## config.mk

```make
export PLATFORM = sky130hd
export DESIGN_NAME = wom_detector
export DESIGN_NICKNAME = d
export VERILOG_FILES = /design/src/rtl/wom_pkg.sv /design/src/rtl/wom_axis_cmp.sv /design/src/rtl/wom_combine.sv /design/src/rtl/wom_detector.sv
export SDC_FILE = /design/constraint.sdc
export NUM_CORES = 1
export LEC_CHECK = 0
export BUFFER_PORTS_ARGS = -buffer_cell sky130_fd_sc_hd__buf_2
export CORE_AREA = 2 2 124 126
export DETAILED_ROUTE_END_ITERATION = 16
export DIE_AREA = 0 0 126 128
export PLACE_DENSITY = 0.67
export SLEW_MARGIN = 20
export SYNTH_ARGS = -nofsm -noshare
export SYNTH_HDL_FRONTEND = slang
export SYNTH_SLANG_ARGS = --single-unit
```

## constraint.sdc

```tcl
create_clock -name clk -period 14.1 [get_ports clk]
set_input_delay 4.23 -clock clk [delete_from_list [all_inputs] [get_ports clk]]
set_output_delay 4.23 -clock clk [all_outputs]
set_load 0.01 [all_outputs]
```

## src/rtl/wom_pkg.sv

```systemverilog
package wom_pkg;

    typedef enum logic {
        COMB_ANY = 1'b0,
        COMB_ALL = 1'b1
    } comb_mode_e;

endpackage

```

## src/rtl/wom_axis_cmp.sv

```systemverilog
module wom_axis_cmp #(
    parameter int SAMPLE_W = 16,
    parameter int TH_W     = 8,
    parameter int TH_SHIFT = 2
) (
    input  logic [SAMPLE_W-1:0] cur_i,
    input  logic [SAMPLE_W-1:0] prev_i,
    input  logic [TH_W-1:0]     thresh_i,
    output logic                hit_o
);
    localparam int DW = SAMPLE_W + 1;

    logic [DW-1:0] cur_x;
    logic [DW-1:0] prev_x;
    logic [DW-1:0] diff;
    logic [DW-1:0] mag;
    logic [DW-1:0] limit;

    always_comb begin
        cur_x  = {cur_i[SAMPLE_W-1], cur_i};
        prev_x = {prev_i[SAMPLE_W-1], prev_i};
        diff   = cur_x - prev_x;
        mag    = diff[DW-1] ? (~diff + 1'b1) : diff;
        limit  = {{(DW-TH_W){1'b0}}, thresh_i} << TH_SHIFT;
        hit_o  = mag > limit;
    end

    // the magnitude can never exceed the span of two extreme samples
    always_comb begin
        a_r3_mag_in_span: assert (mag <= {1'b0, {SAMPLE_W{1'b1}}});
    end

endmodule

```

## src/rtl/wom_combine.sv

```systemverilog
module wom_combine
    import wom_pkg::*;
#(
    parameter int AXES = 3
) (
    input  logic [AXES-1:0] hit_i,
    input  logic [AXES-1:0] en_i,
    input  comb_mode_e      mode_i,
    output logic            fire_o
);
    logic [AXES-1:0] any_term;
    logic [AXES-1:0] all_term;
    logic            any_fire;
    logic            all_fire;

    for (genvar a = 0; a < AXES; a++) begin : g_term
        assign any_term[a] = hit_i[a] & en_i[a];
        assign all_term[a] = hit_i[a] | ~en_i[a];
    end

    always_comb begin
        any_fire = |any_term;
        all_fire = (|en_i) & (&all_term);
        fire_o   = (mode_i == COMB_ALL) ? all_fire : any_fire;
    end

    // the all-axes rule is never looser than the any-axis rule
    always_comb begin
        if (all_fire) begin
            a_r5_all_within_any: assert (any_fire);
        end
    end

endmodule

```

## src/rtl/wom_detector.sv

```systemverilog
module wom_detector
    import wom_pkg::*;
#(
    parameter int AXES     = 3,
    parameter int SAMPLE_W = 16,
    parameter int TH_W     = 8,
    parameter int TH_SHIFT = 2
) (
    input  logic                     clk,
    input  logic                     rst_n,
    input  logic                     wom_en,
    input  logic                     and_mode,
    input  logic [AXES-1:0]          axis_en,
    input  logic [AXES*TH_W-1:0]     axis_thresh,
    input  logic                     smp_valid,
    input  logic [AXES*SAMPLE_W-1:0] smp_data,
    output logic                     wom_irq
);
    typedef struct packed {
        logic                          armed;
        logic [AXES-1:0][SAMPLE_W-1:0] prev;
        logic                          irq;
    } state_t;

    state_t st_d, st_q;

    logic [AXES-1:0] axis_hit;
    logic            fire;

    for (genvar a = 0; a < AXES; a++) begin : g_axis
        wom_axis_cmp #(
            .SAMPLE_W (SAMPLE_W),
            .TH_W     (TH_W),
            .TH_SHIFT (TH_SHIFT)
        ) cmp_i (
            .cur_i    (smp_data[a*SAMPLE_W +: SAMPLE_W]),
            .prev_i   (st_q.prev[a]),
            .thresh_i (axis_thresh[a*TH_W +: TH_W]),
            .hit_o    (axis_hit[a])
        );
    end

    wom_combine #(
        .AXES (AXES)
    ) comb_i (
        .hit_i  (axis_hit),
        .en_i   (axis_en),
        .mode_i (comb_mode_e'(and_mode)),
        .fire_o (fire)
    );

    always_comb begin
        st_d     = st_q;
        st_d.irq = 1'b0;
        if (!wom_en) begin
            st_d.armed = 1'b0;
        end else if (smp_valid) begin
            st_d.prev  = smp_data;
            st_d.armed = 1'b1;
            st_d.irq   = st_q.armed & fire;
        end
    end

    always_ff @(posedge clk or negedge rst_n) begin
        if (!rst_n) begin
            st_q <= '0;
        end else begin
            st_q <= st_d;
        end
    end

    assign wom_irq = st_q.irq;

    // a disabled detector is silent
    a_r1_quiet_when_off: assert property (@(posedge clk) disable iff (!rst_n)
        !wom_en |=> !wom_irq);

    // the priming strobe never fires
    a_r2_prime_silent: assert property (@(posedge clk) disable iff (!rst_n)
        (wom_en && smp_valid && !st_q.armed) |=> !wom_irq);

    // with no axis selected nothing fires
    a_r6_no_axis_quiet: assert property (@(posedge clk) disable iff (!rst_n)
        (axis_en == '0) |=> !wom_irq);

    // every pulse follows an accepted strobe
    a_r7_pulse_after_strobe: assert property (@(posedge clk) disable iff (!rst_n)
        wom_irq |-> $past(smp_valid && wom_en));

    // an accepted strobe leaves the detector armed
    a_r8_armed_after_strobe: assert property (@(posedge clk) disable iff (!rst_n)
        (wom_en && smp_valid) |=> st_q.armed);

endmodule

```

==> results.py, run 1 <==
metrics = {
    "status": {
        "status": "completed",
    },
    "cts": {
        "post_cts_buffers": 0,
        "clockBufferDepth": 2,
        "cts_max_level": 2,
        "numCtsBuffers": 5,
        "cts_tree": "yes",
        "clock-sinks": 50,
        "ctsHoldBuffers": 0,
        "cts_resized": 0,
        "root_buffer": "clkbuf_16",
        "clk_latency_ps": 310,
        "path_clk_slew_ps": 80,
    },
    "critical_path": {
        "crit_buf_inv": 2,
        "crit_fanout": 14,
        "r2r_cells": 21,
        "cp_cell_sequence": "buf_2 > inv_1 > ha_1 > fa_1 > nand2b_1 > a21oi_1 > o22a_1 > nand3_1 > o21ai_1 > nand2b_1 > xnor2_1 > ha_1 > nor2b_1 > o21a_1 > o21a_1 > o21a_1 > o21a_1 > o211ai_1 > a22o_1 > nand4_1 > o21ai_0 > a21oi_1 > o21a_1",
        "cp-start-kind": "primary input",
        "crit_required_ps": 14300,
        "crit_type": "primary input to flip-flop",
        "critPathMaxStageDelay_ps": 470,
        "crit_arrival_ps": 8540,
        "cp-end-kind": "flip-flop",
        "slowest_stage": "o21ai_1",
        "cp.depth": 23,
        "crit_family": "compound AO/OA/AOI/OAI gates",
        "critPathMostFrequentCell": "o21a_1",
    },
    "worst_hold_path": {
        "hold_depth": 1,
        "holdCritPathClass": "flip-flop to flip-flop",
    },
    "floorplanning": {
        "num_rows": 45,
        "start_util_pct": 44.0,
        "dieArea_mm2": 0.0161,
        "fp.dieW_um": 126,
        "io_pins": 81,
        "core_area_mm2": 0.0149,
        "die_h_um": 128,
    },
    "synth": {
        "synth.area.top_cells": "dfrtp_1, ha_1, mux2_2",
        "netlist_area_mm2": 0.00654,
        "ys_ff_latch": 50,
        "synth_warnings": 0,
        "syn_inst": 803,
        "ys_seq_area_share_pct": 19.1,
        "async_reset_ff_share_pct": 100,
        "synth_nets": 961,
        "synthFlopType": "dfrtp_1",
        "yosysUniqueCellTypes": 82,
        "synth_edf_count": 0,
        "synth_top_area_share_pct": 19.1,
        "avgSynthCellArea_um2": 8.14,
        "yosysTopAreaCell": "dfrtp_1",
    },
    "place": {
        "place_congestion": 0.853,
        "hpwl_mm": 11.6,
        "io_buffers": 80,
        "place_inst": 1048,
    },
    "power": {
        "ir_drop_mv": 0.0606,
        "power_density_mw_per_mm2": 127,
        "p_int_mw": 0.511,
        "pwr-share-comb_pct": 65.3,
        "power.share.clock_pct": 15.9,
        "leakage_nw": 3.42,
        "swShare_pct": 44.4,
        "seqPwrFrac_pct": 18.8,
        "p_sw_mw": 0.409,
    },
    "layout": {
        "nFillCells": 1518,
        "area.growth.synth_to_final_pct": 11.0,
        "final_common_cell": "inv_1",
        "final_cell_mix": "inv_1, buf_2, ha_1, nand2_1, nor2_1",
        "nets": 1025,
        "drive_gt1_share_pct": 18.7,
        "instances_no_fill": 1057,
    },
    "timing": {
        "skew_ps": 5.29,
        "final.setup.tns_ps": 0,
        "period_minus_slack_ps": 8330,
        "maxSlewViolCount": 0,
        "grt_setup_unrepaired": "false",
        "worstMarginPinSlew_ps": 870,
        "fin_crit_sh_pct": 59.1,
        "slew_headroom_pct": 41.6,
        "hold_viol": 0,
        "fmax_mhz": 120,
        "setup_viol": 0,
    },
    "route": {
        "via_per_inst": 5.43,
        "drt-initial-drc-count": 286,
        "wirelength_mm": 14.6,
        "routedWlPerCell_um": 13.8,
        "remaining_drc_errors": 0,
        "vias": 5736,
        "drt_first_pass_iters": 4,
        "postRouteAntennaNets": 0,
    },
    "grt": {
        "grt-ovfl-total": 0,
        "grt_pass1_vias": 5352,
        "grt_pass1_wl_mm": 24.7,
        "grt_use_total_pct": 18.3,
        "grt_start_max_net_pins": 55,
        "antenna_found_initial": 0,
    },
    "flow_run": {
        "maxCapViolations": 0,
    },
}
==> power groups by stage <==
stage	combinational [mW]	sequential [mW]	clock (mW)
finish	0.601	0.173	0.146
global route	0.676	0.176	0.157
CTS	0.602	0.174	0.152
detailed placement	0.597	0.177	0
global placement	0.593	0.176	0
floorplan	0.483	0.174	0
==> kinds of logic (layout without fill, tap and decap cells) <==
| logic type | count (synthesis) | after routing | share of synthesized area, % |
|---|---|---|---|
| buffers and inverters | 116 | 181 | 6.85 |
| other | 0 | 1 | 0 |
| adder cells (fa/ha/maj) | 78 | 78 | 15.3 |
| AO/OA/AOI/OAI | 209 | 209 | 23.2 |
| XOR/XNOR | 63 | 63 | 8.56 |
| AND/OR/NAND/NOR | 236 | 236 | 18.3 |
| flip-flops | 50 | 50 | 19.1 |
| multiplexers | 51 | 51 | 8.65 |
==> state kept, by name, summed over array words and instances (netlist names) <==
name     flops
wom_irq      1
st_q        49
==> synth_stat cells (all sizes together) (4+ instances only) <==
| cell type | number |
|---|---|
| a21o | 12 |
| mux2i | 7 |
| o211ai | 7 |
| clkbuf | 21 |
| and3 | 6 |
| nand3b | 6 |
| ha | 75 |
| o2111ai | 5 |
| dfrtp | 50 |
| nor3b | 5 |
| a2111oi | 6 |
| nand4 | 14 |
| o21a | 20 |
| o31ai | 4 |
| a311oi | 4 |
| nand3 | 13 |
| xor2 | 22 |
| a31oi | 14 |
| a211oi | 11 |
| mux2 | 44 |
| a21oi | 49 |
| buf | 5 |
| o21ai | 39 |
| nor2b | 16 |
| xnor2 | 41 |
| inv | 90 |
| nand2 | 66 |
| and2 | 6 |
| nor3 | 15 |
| nand2b | 11 |
| nor2 | 62 |
==> path summary, 6_finish.rpt <==
path	from	slack (ps)	to
max in group asynchronous	rst_n	9590	st_q[44]$_DFFE_PN0P_
worst min register to register	st_q[49]$_DFFE_PN0P_	480	st_q[49]$_DFFE_PN0P_
worst min-delay path	st_q[49]$_DFFE_PN0P_	480	st_q[49]$_DFFE_PN0P_
worst max-delay path	smp_data[0]	5770	wom_irq$_DFF_PN0_
min in group asynchronous	rst_n	4020	st_q[27]$_DFFE_PN0P_
worst max register to register	st_q[1]$_DFFE_PN0P_	9420	wom_irq$_DFF_PN0_
==> layer usage <==
| layer | vias up | track usage [%] | wire length [um] |
|---|---|---|---|
| met1 | 2664 | 24.9 | 7180 |
| met2 | 72 | 31.0 | 6840 |
| met4 | 0 | 3.56 | 87 |
| met3 | 5 | 2.88 | 504 |
| met5 | - | 0 | 0 |
| li1 | 2995 | - | - |
==> cell type report <==
type,count,area [um2],area share [%]
multi-input combinational,637,4840,66.7
sequential,50,1250,17.2
timing repair buffer,83,423,5.83
inverter,90,338,4.65
tap,188,235,3.24
clock buffer,5,125,1.72
clock inverter,3,43.8,0.603
antenna,1,2.50,0.0345
==> per-stage QoR <==
stage / total power [mW] / hold slack (ps) / utilization (%) / instance area [um2] / worst slack [ps]
after floorplan: 0.657 / 452 / - / 6540 / 5740
after global placement: 0.769 / 461 / 47.7 / 7090 / 5510
after detailed placement: 0.774 / 469 / 47.7 / 7090 / 5420
after CTS: 0.928 / 487 / 48.8 / 7260 / 5750
after global routing: 1.01 / 510 / 48.8 / 7260 / 5410
final: 0.920 / 485 / 48.8 / 7260 / 5770
No activity file was read; power rests on OpenSTA's default activity.
==> run 2: changes to the inputs <==
--- a/config.mk
+++ b/config.mk
@@ -9,7 +9,7 @@
 export CORE_AREA = 2 2 124 126
 export DETAILED_ROUTE_END_ITERATION = 16
 export DIE_AREA = 0 0 126 128
-export PLACE_DENSITY = 0.67
+export PLACE_DENSITY = 0.69
 export SLEW_MARGIN = 20
 export SYNTH_ARGS = -nofsm -noshare
 export SYNTH_HDL_FRONTEND = slang
==> constraint.sdc (replaced) <==
create_clock -name clk -period 7 [get_ports clk]
set_input_delay 2.1 -clock clk [delete_from_list [all_inputs] [get_ports clk]]
set_output_delay 2.1 -clock clk [all_outputs]
set_load 0.01 [all_outputs]
==> results.py, run 2 (synthesized netlist as in run 1, its figures left out) <==
metrics = {
    "status": {
        "status": "completed",
    },
    "timing": {
        "setup_viol": 0,
        "worstMarginPinSlew_ps": 676,
        "fmax_mhz": 161,
        "fin_crit_sh_pct": 88.7,
        "skew_ps": 4.50,
        "grt_setup_unrepaired": "false",
        "hold_viol": 0,
        "period_minus_slack_ps": 6210,
        "slew_headroom_pct": 54.9,
        "maxSlewViolCount": 0,
        "final.setup.tns_ps": 0,
    },
    "layout": {
        "drive_gt1_share_pct": 18.9,
        "largest_register_ffs": 49,
        "nets": 1028,
        "final_common_cell": "inv_1",
        "area.growth.synth_to_final_pct": 11.4,
        "design_area_mm2": 0.00728,
        "top_register": "st_q",
        "instances_no_fill": 1059,
        "final_cell_mix": "inv_1, buf_2, ha_1, nand2_1, nor2_1",
    },
    "critical_path": {
        "crit_arrival_ps": 6410,
        "crit_fanout": 14,
        "cp-end-kind": "flip-flop",
        "crit_required_ps": 7200,
        "cp-start-kind": "primary input",
        "crit_type": "primary input to flip-flop",
    },
    "power": {
        "p_int_mw": 1.04,
        "leakage_nw": 3.43,
        "finalPower_mw": 1.86,
        "swShare_pct": 43.9,
        "p_sw_mw": 0.816,
        "pwr-share-comb_pct": 65.3,
        "seqPwrFrac_pct": 18.8,
        "power.share.clock_pct": 16.0,
        "ir_drop_mv": 0.0908,
        "power_density_mw_per_mm2": 255,
    },
    "cts": {
        "ctsHoldBuffers": 0,
        "post_cts_buffers": 0,
        "clock-sinks": 50,
        "path_clk_slew_ps": 70,
        "numCtsBuffers": 5,
        "cts_resized": 0,
        "cts_max_level": 2,
        "clk_latency_ps": 310,
        "cts_tree": "yes",
        "root_buffer": "clkbuf_16",
        "clockBufferDepth": 2,
    },
    "grt": {
        "antenna_found_initial": 0,
        "grt_start_max_net_pins": 55,
        "grt_use_total_pct": 18.5,
        "grt_pass1_wl_mm": 25.1,
        "grt_pass1_vias": 5459,
        "grt-ovfl-total": 0,
    },
    "route": {
        "drt-initial-drc-count": 310,
        "routedWlPerCell_um": 13.6,
        "via_per_inst": 5.43,
        "remaining_drc_errors": 0,
        "drt_first_pass_iters": 4,
        "postRouteAntennaNets": 0,
        "wirelength_mm": 14.4,
        "vias": 5746,
    },
    "floorplanning": {
        "io_pins": 81,
        "core_area_mm2": 0.0149,
        "start_util_pct": 44.0,
        "num_rows": 45,
        "fp.dieW_um": 126,
        "die_h_um": 128,
        "dieArea_mm2": 0.0161,
    },
    "place": {
        "place_congestion": 0.886,
        "dpl_cell_area_mm2": 0.00711,
        "hpwl_mm": 11.5,
        "io_buffers": 80,
        "place_inst": 1051,
    },
    "flow_run": {
        "maxCapViolations": 0,
    },
    "worst_hold_path": {
        "holdCritPathClass": "flip-flop to flip-flop",
    },
}
run 2: power groups by stage:
stage | Sequential [mW] | Clock, mW | Combinational (mW)
floorplan | 0.350 | 0 | 0.973
global placement | 0.353 | 0 | 1.20
detailed placement | 0.355 | 0 | 1.21
CTS | 0.349 | 0.310 | 1.22
global route | 0.355 | 0.320 | 1.38
finish | 0.349 | 0.297 | 1.21
run 2: final timing paths:
path | slack, ps | to | cells past startpoint | start
min in group asynchronous | 1920 | st_q[27]$_DFFE_PN0P_ | 2 | rst_n
worst max register to register | 2330 | wom_irq$_DFF_PN0_ | 21 | st_q[17]$_DFFE_PN0P_
worst max-delay path | 790 | wom_irq$_DFF_PN0_ | 23 | smp_data[16]
worst min-delay path | 480 | st_q[49]$_DFFE_PN0P_ | 1 | st_q[49]$_DFFE_PN0P_
max in group asynchronous | 4640 | st_q[33]$_DFFE_PN0P_ | 2 | rst_n
worst min register to register | 480 | st_q[49]$_DFFE_PN0P_ | 1 | st_q[49]$_DFFE_PN0P_
run 2: worst max-delay path, cell delays in order:
cell       delay [ps]
buf_2              70
inv_1              40
ha_1              210
fa_1              400
nand2b_1          210
a21oi_1           270
o21a_1            220
o21ai_0            90
a22oi_1           300
buf_4             270
nor2_1             80
xor2_1            140
ha_1              310
o21a_1            110
o21a_1            170
o21a_1            170
o21ai_0           150
a21oi_1            90
o32ai_1           330
o2111ai_1         170
nor3_1            220
a31oi_1           120
o21a_1            180
run 2: layout make-up:
class                           instances  area (um2)
Fill cell                            1485        7580
Multi-Input combinational cell        637        4840
Sequential cell                        50        1250
Timing Repair Buffer                   86         445
Inverter                               90         338
Tap cell                              188         235
Clock buffer                            6         139
Clock inverter                          1        30.0
Antenna cell                            1        2.50
run 2: metal layers:
layer / track usage, % / wire length [um] / vias up
met1: 25.1 / 6970 / 2620
met2: 31.0 / 6590 / 103
met5: 0 / 0 / -
met4: 5.49 / 249 / 0
li1: - / - / 3005
met3: 2.30 / 545 / 18
run 2: through the flow:
step	util (%)	worst slack [ps]	hold WS [ps]
after floorplan	-	774	452
after global placement	47.8	520	461
final	49.0	789	478
after CTS	49.0	812	486
after detailed placement	47.8	516	469
after global routing	49.0	426	513
==> run 3: changes to the inputs <==
--- a/config.mk
+++ b/config.mk
@@ -5,11 +5,12 @@
 export SDC_FILE = /design/constraint.sdc
 export NUM_CORES = 1
 export LEC_CHECK = 0
+export ABC_AREA = 1
 export BUFFER_PORTS_ARGS = -buffer_cell sky130_fd_sc_hd__buf_2
-export CORE_AREA = 2 2 124 126
+export CORE_AREA = 2 2 131 133
 export DETAILED_ROUTE_END_ITERATION = 16
-export DIE_AREA = 0 0 126 128
-export PLACE_DENSITY = 0.69
+export DIE_AREA = 0 0 133 135
+export PLACE_DENSITY = 0.68
 export SLEW_MARGIN = 20
 export SYNTH_ARGS = -nofsm -noshare
 export SYNTH_HDL_FRONTEND = slang
==> results.py, run 3 <==
metrics = {
    "status": {
        "status": "completed",
    },
    "synth": {
        "synth.area.top_cells": "nand2_1, dfrtp_1, ha_1",
        "ys_ff_latch": 50,
        "synth_edf_count": 0,
        "async_reset_ff_share_pct": 100,
        "ys_seq_area_share_pct": 17.2,
        "syn_inst": 1258,
        "synth_nets": 1416,
        "netlist_area_mm2": 0.00727,
        "synth_warnings": 0,
        "avgSynthCellArea_um2": 5.78,
        "synth_top_area_share_pct": 20.2,
        "yosys.cell_count.top_type": "nand2_1",
        "synthFlopType": "dfrtp_1",
        "yosysTopAreaCell": "nand2_1",
        "yosysUniqueCellTypes": 37,
        "synth_common_cells": "nand2_1, inv_1, nor2_1",
    },
    "timing": {
        "hold_viol": 0,
        "fin_crit_sh_pct": 82.0,
        "maxSlewViolCount": 0,
        "fmax_mhz": 174,
        "worstMarginPinSlew_ps": 927,
        "period_minus_slack_ps": 5740,
        "skew_ps": 7.04,
        "grt_setup_unrepaired": "false",
        "setup_viol": 0,
        "slew_headroom_pct": 38.2,
        "setup_slack_ps": 1260,
        "final.setup.tns_ps": 0,
        "timing.hold.ws_ps": 486,
    },
    "power": {
        "power_density_mw_per_mm2": 221,
        "seqPwrFrac_pct": 18.8,
        "pwr-share-comb_pct": 65.0,
        "leakage_nw": 4.89,
        "p_int_mw": 0.919,
        "swShare_pct": 48.3,
        "p_sw_mw": 0.861,
        "power.share.clock_pct": 16.2,
        "ir_drop_mv": 0.116,
    },
    "flow_run": {
        "maxCapViolations": 0,
    },
    "place": {
        "io_buffers": 80,
        "place_inst": 1545,
        "place_congestion": 0.884,
        "hpwl_mm": 14.5,
        "pre_cts_ws_ps": 958,
    },
    "floorplanning": {
        "die_h_um": 135,
        "num_rows": 47,
        "dieArea_mm2": 0.0180,
        "fp.dieW_um": 133,
        "io_pins": 81,
        "core_area_mm2": 0.0164,
        "start_util_pct": 44.3,
    },
    "cts": {
        "clockBufferDepth": 2,
        "ctsHoldBuffers": 0,
        "path_clk_slew_ps": 70,
        "post_cts_buffers": 0,
        "clock-sinks": 50,
        "cts_tree": "yes",
        "cts_resized": 0,
        "root_buffer": "clkbuf_16",
        "cts_max_level": 2,
        "numCtsBuffers": 5,
        "clk_latency_ps": 300,
    },
    "critical_path": {
        "crit_arrival_ps": 5940,
        "critPathMaxStageDelay_ps": 380,
        "r2r_start": "st_q[17]$_DFFE_PN0P_",
        "cp-end-kind": "flip-flop",
        "crit_required_ps": 7200,
        "critPathMostFrequentCell": "nand2_1",
        "cp-start-kind": "primary input",
        "slowest_stage": "fa_1",
        "cp-startpoint": "smp_data[16]",
        "crit_fanout": 17,
        "crit_type": "primary input to flip-flop",
    },
    "layout": {
        "drive_gt1_share_pct": 11.3,
        "instances_no_fill": 1554,
        "area.growth.synth_to_final_pct": 10.8,
        "final_common_cell": "nand2_1",
        "final_cell_mix": "nand2_1, inv_1, nor2_1, nand3_1, a21oi_1",
        "nFillCells": 1754,
        "largest_register_ffs": 49,
        "top_register": "st_q",
        "nets": 1490,
    },
    "grt": {
        "grt_start_max_net_pins": 99,
        "grt_use_total_pct": 20.1,
        "grt_pass1_wl_mm": 30.3,
        "grt-ovfl-total": 0,
        "antenna_found_initial": 1,
        "grt_pass1_vias": 6911,
    },
    "route": {
        "routedWlPerCell_um": 11.3,
        "wirelength_mm": 17.5,
        "drt_first_pass_iters": 5,
        "drt-initial-drc-count": 382,
        "via_per_inst": 4.84,
        "postRouteAntennaNets": 0,
        "vias": 7518,
        "remaining_drc_errors": 0,
    },
    "worst_hold_path": {
        "holdCritPathClass": "flip-flop to flip-flop",
        "min_from": "st_q[49]$_DFFE_PN0P_",
    },
}
## run 3: cell types whose count changed in the layout (fill, tap and decap cells not counted), moves of 14 or more
cell / previous run / this run
nor2b_1: 16 / 0
o21a_1: 20 / 1
nand3_1: 12 / 96
nor2_1: 62 / 137
nand2_2: 2 / 29
xnor2_1: 41 / 7
inv_1: 90 / 241
nand2_1: 64 / 390
o21ai_0: 35 / 14
a21oi_1: 47 / 83
mux2_2: 44 / 0
a31oi_1: 14 / 0
## run 3: cell type report
type	instances	area [um2]	area share [%]
tap	220	275	3.42
multi-input combinational	945	5020	62.3
timing repair buffer	82	415	5.15
sequential	50	1250	15.5
antenna	1	2.50	0.0311
clock inverter	2	37.5	0.466
clock buffer	6	129	1.60
inverter	248	931	11.6
## run 3: final timing paths
path / slack [ps] / depth (start not counted) / end
setup reg to reg: 2790 / 29 / wom_irq$_DFF_PN0_
max in group asynchronous: 4630 / 2 / st_q[49]$_DFFE_PN0P_
min in group asynchronous: 1910 / 2 / st_q[33]$_DFFE_PN0P_
hold / removal: 490 / 2 / st_q[49]$_DFFE_PN0P_
hold reg to reg: 490 / 2 / st_q[49]$_DFFE_PN0P_
setup / recovery: 1260 / 31 / wom_irq$_DFF_PN0_
## run 3: routing by layer
metal | track usage (%) | wire length, um
met2 | 34.5 | 7900
met5 | 0 | 0
met1 | 27.1 | 8740
met3 | 2.93 | 695
met4 | 3.46 | 177
## run 3: metrics by stage
step / util [%] / instance area (um2) / power [mW]
finish: 49.1 / 8060 / 1.78
floorplan: - / 7270 / 1.26
CTS: 49.1 / 8060 / 1.79
global route: 49.1 / 8060 / 2.00
global placement: 48.1 / 7890 / 1.48
detailed placement: 48.1 / 7890 / 1.49
## run 3: kinds of logic (layout without fill, tap and decap cells)
family | after synthesis | after routing | synth area share [%]
xor+xnor | 29 | 29 | 3.49
fa+ha+maj | 78 | 78 | 13.7
compound gates | 110 | 110 | 8.05
other cells | 0 | 1 | 0
simple gates | 728 | 728 | 43.6
buf+inv | 263 | 338 | 13.9
flops | 50 | 50 | 17.2
## run 3: power groups by stage
stage	clock (mW)	sequential, mW	combinational, mW
detailed placement	0	0.341	1.15
finish	0.289	0.335	1.16
CTS	0.301	0.335	1.16
global route	0.311	0.339	1.35
global placement	0	0.340	1.14
floorplan	0	0.338	0.923
## run 3: critical path: cells and delay by family
kind / cells / cell delay, ps
buffers and inverters: 6 / 510
adder cells (fa/ha/maj): 3 / 900
AND/OR/NAND/NOR: 16 / 1560
XOR/XNOR: 1 / 150
AO/OA/AOI/OAI: 5 / 710
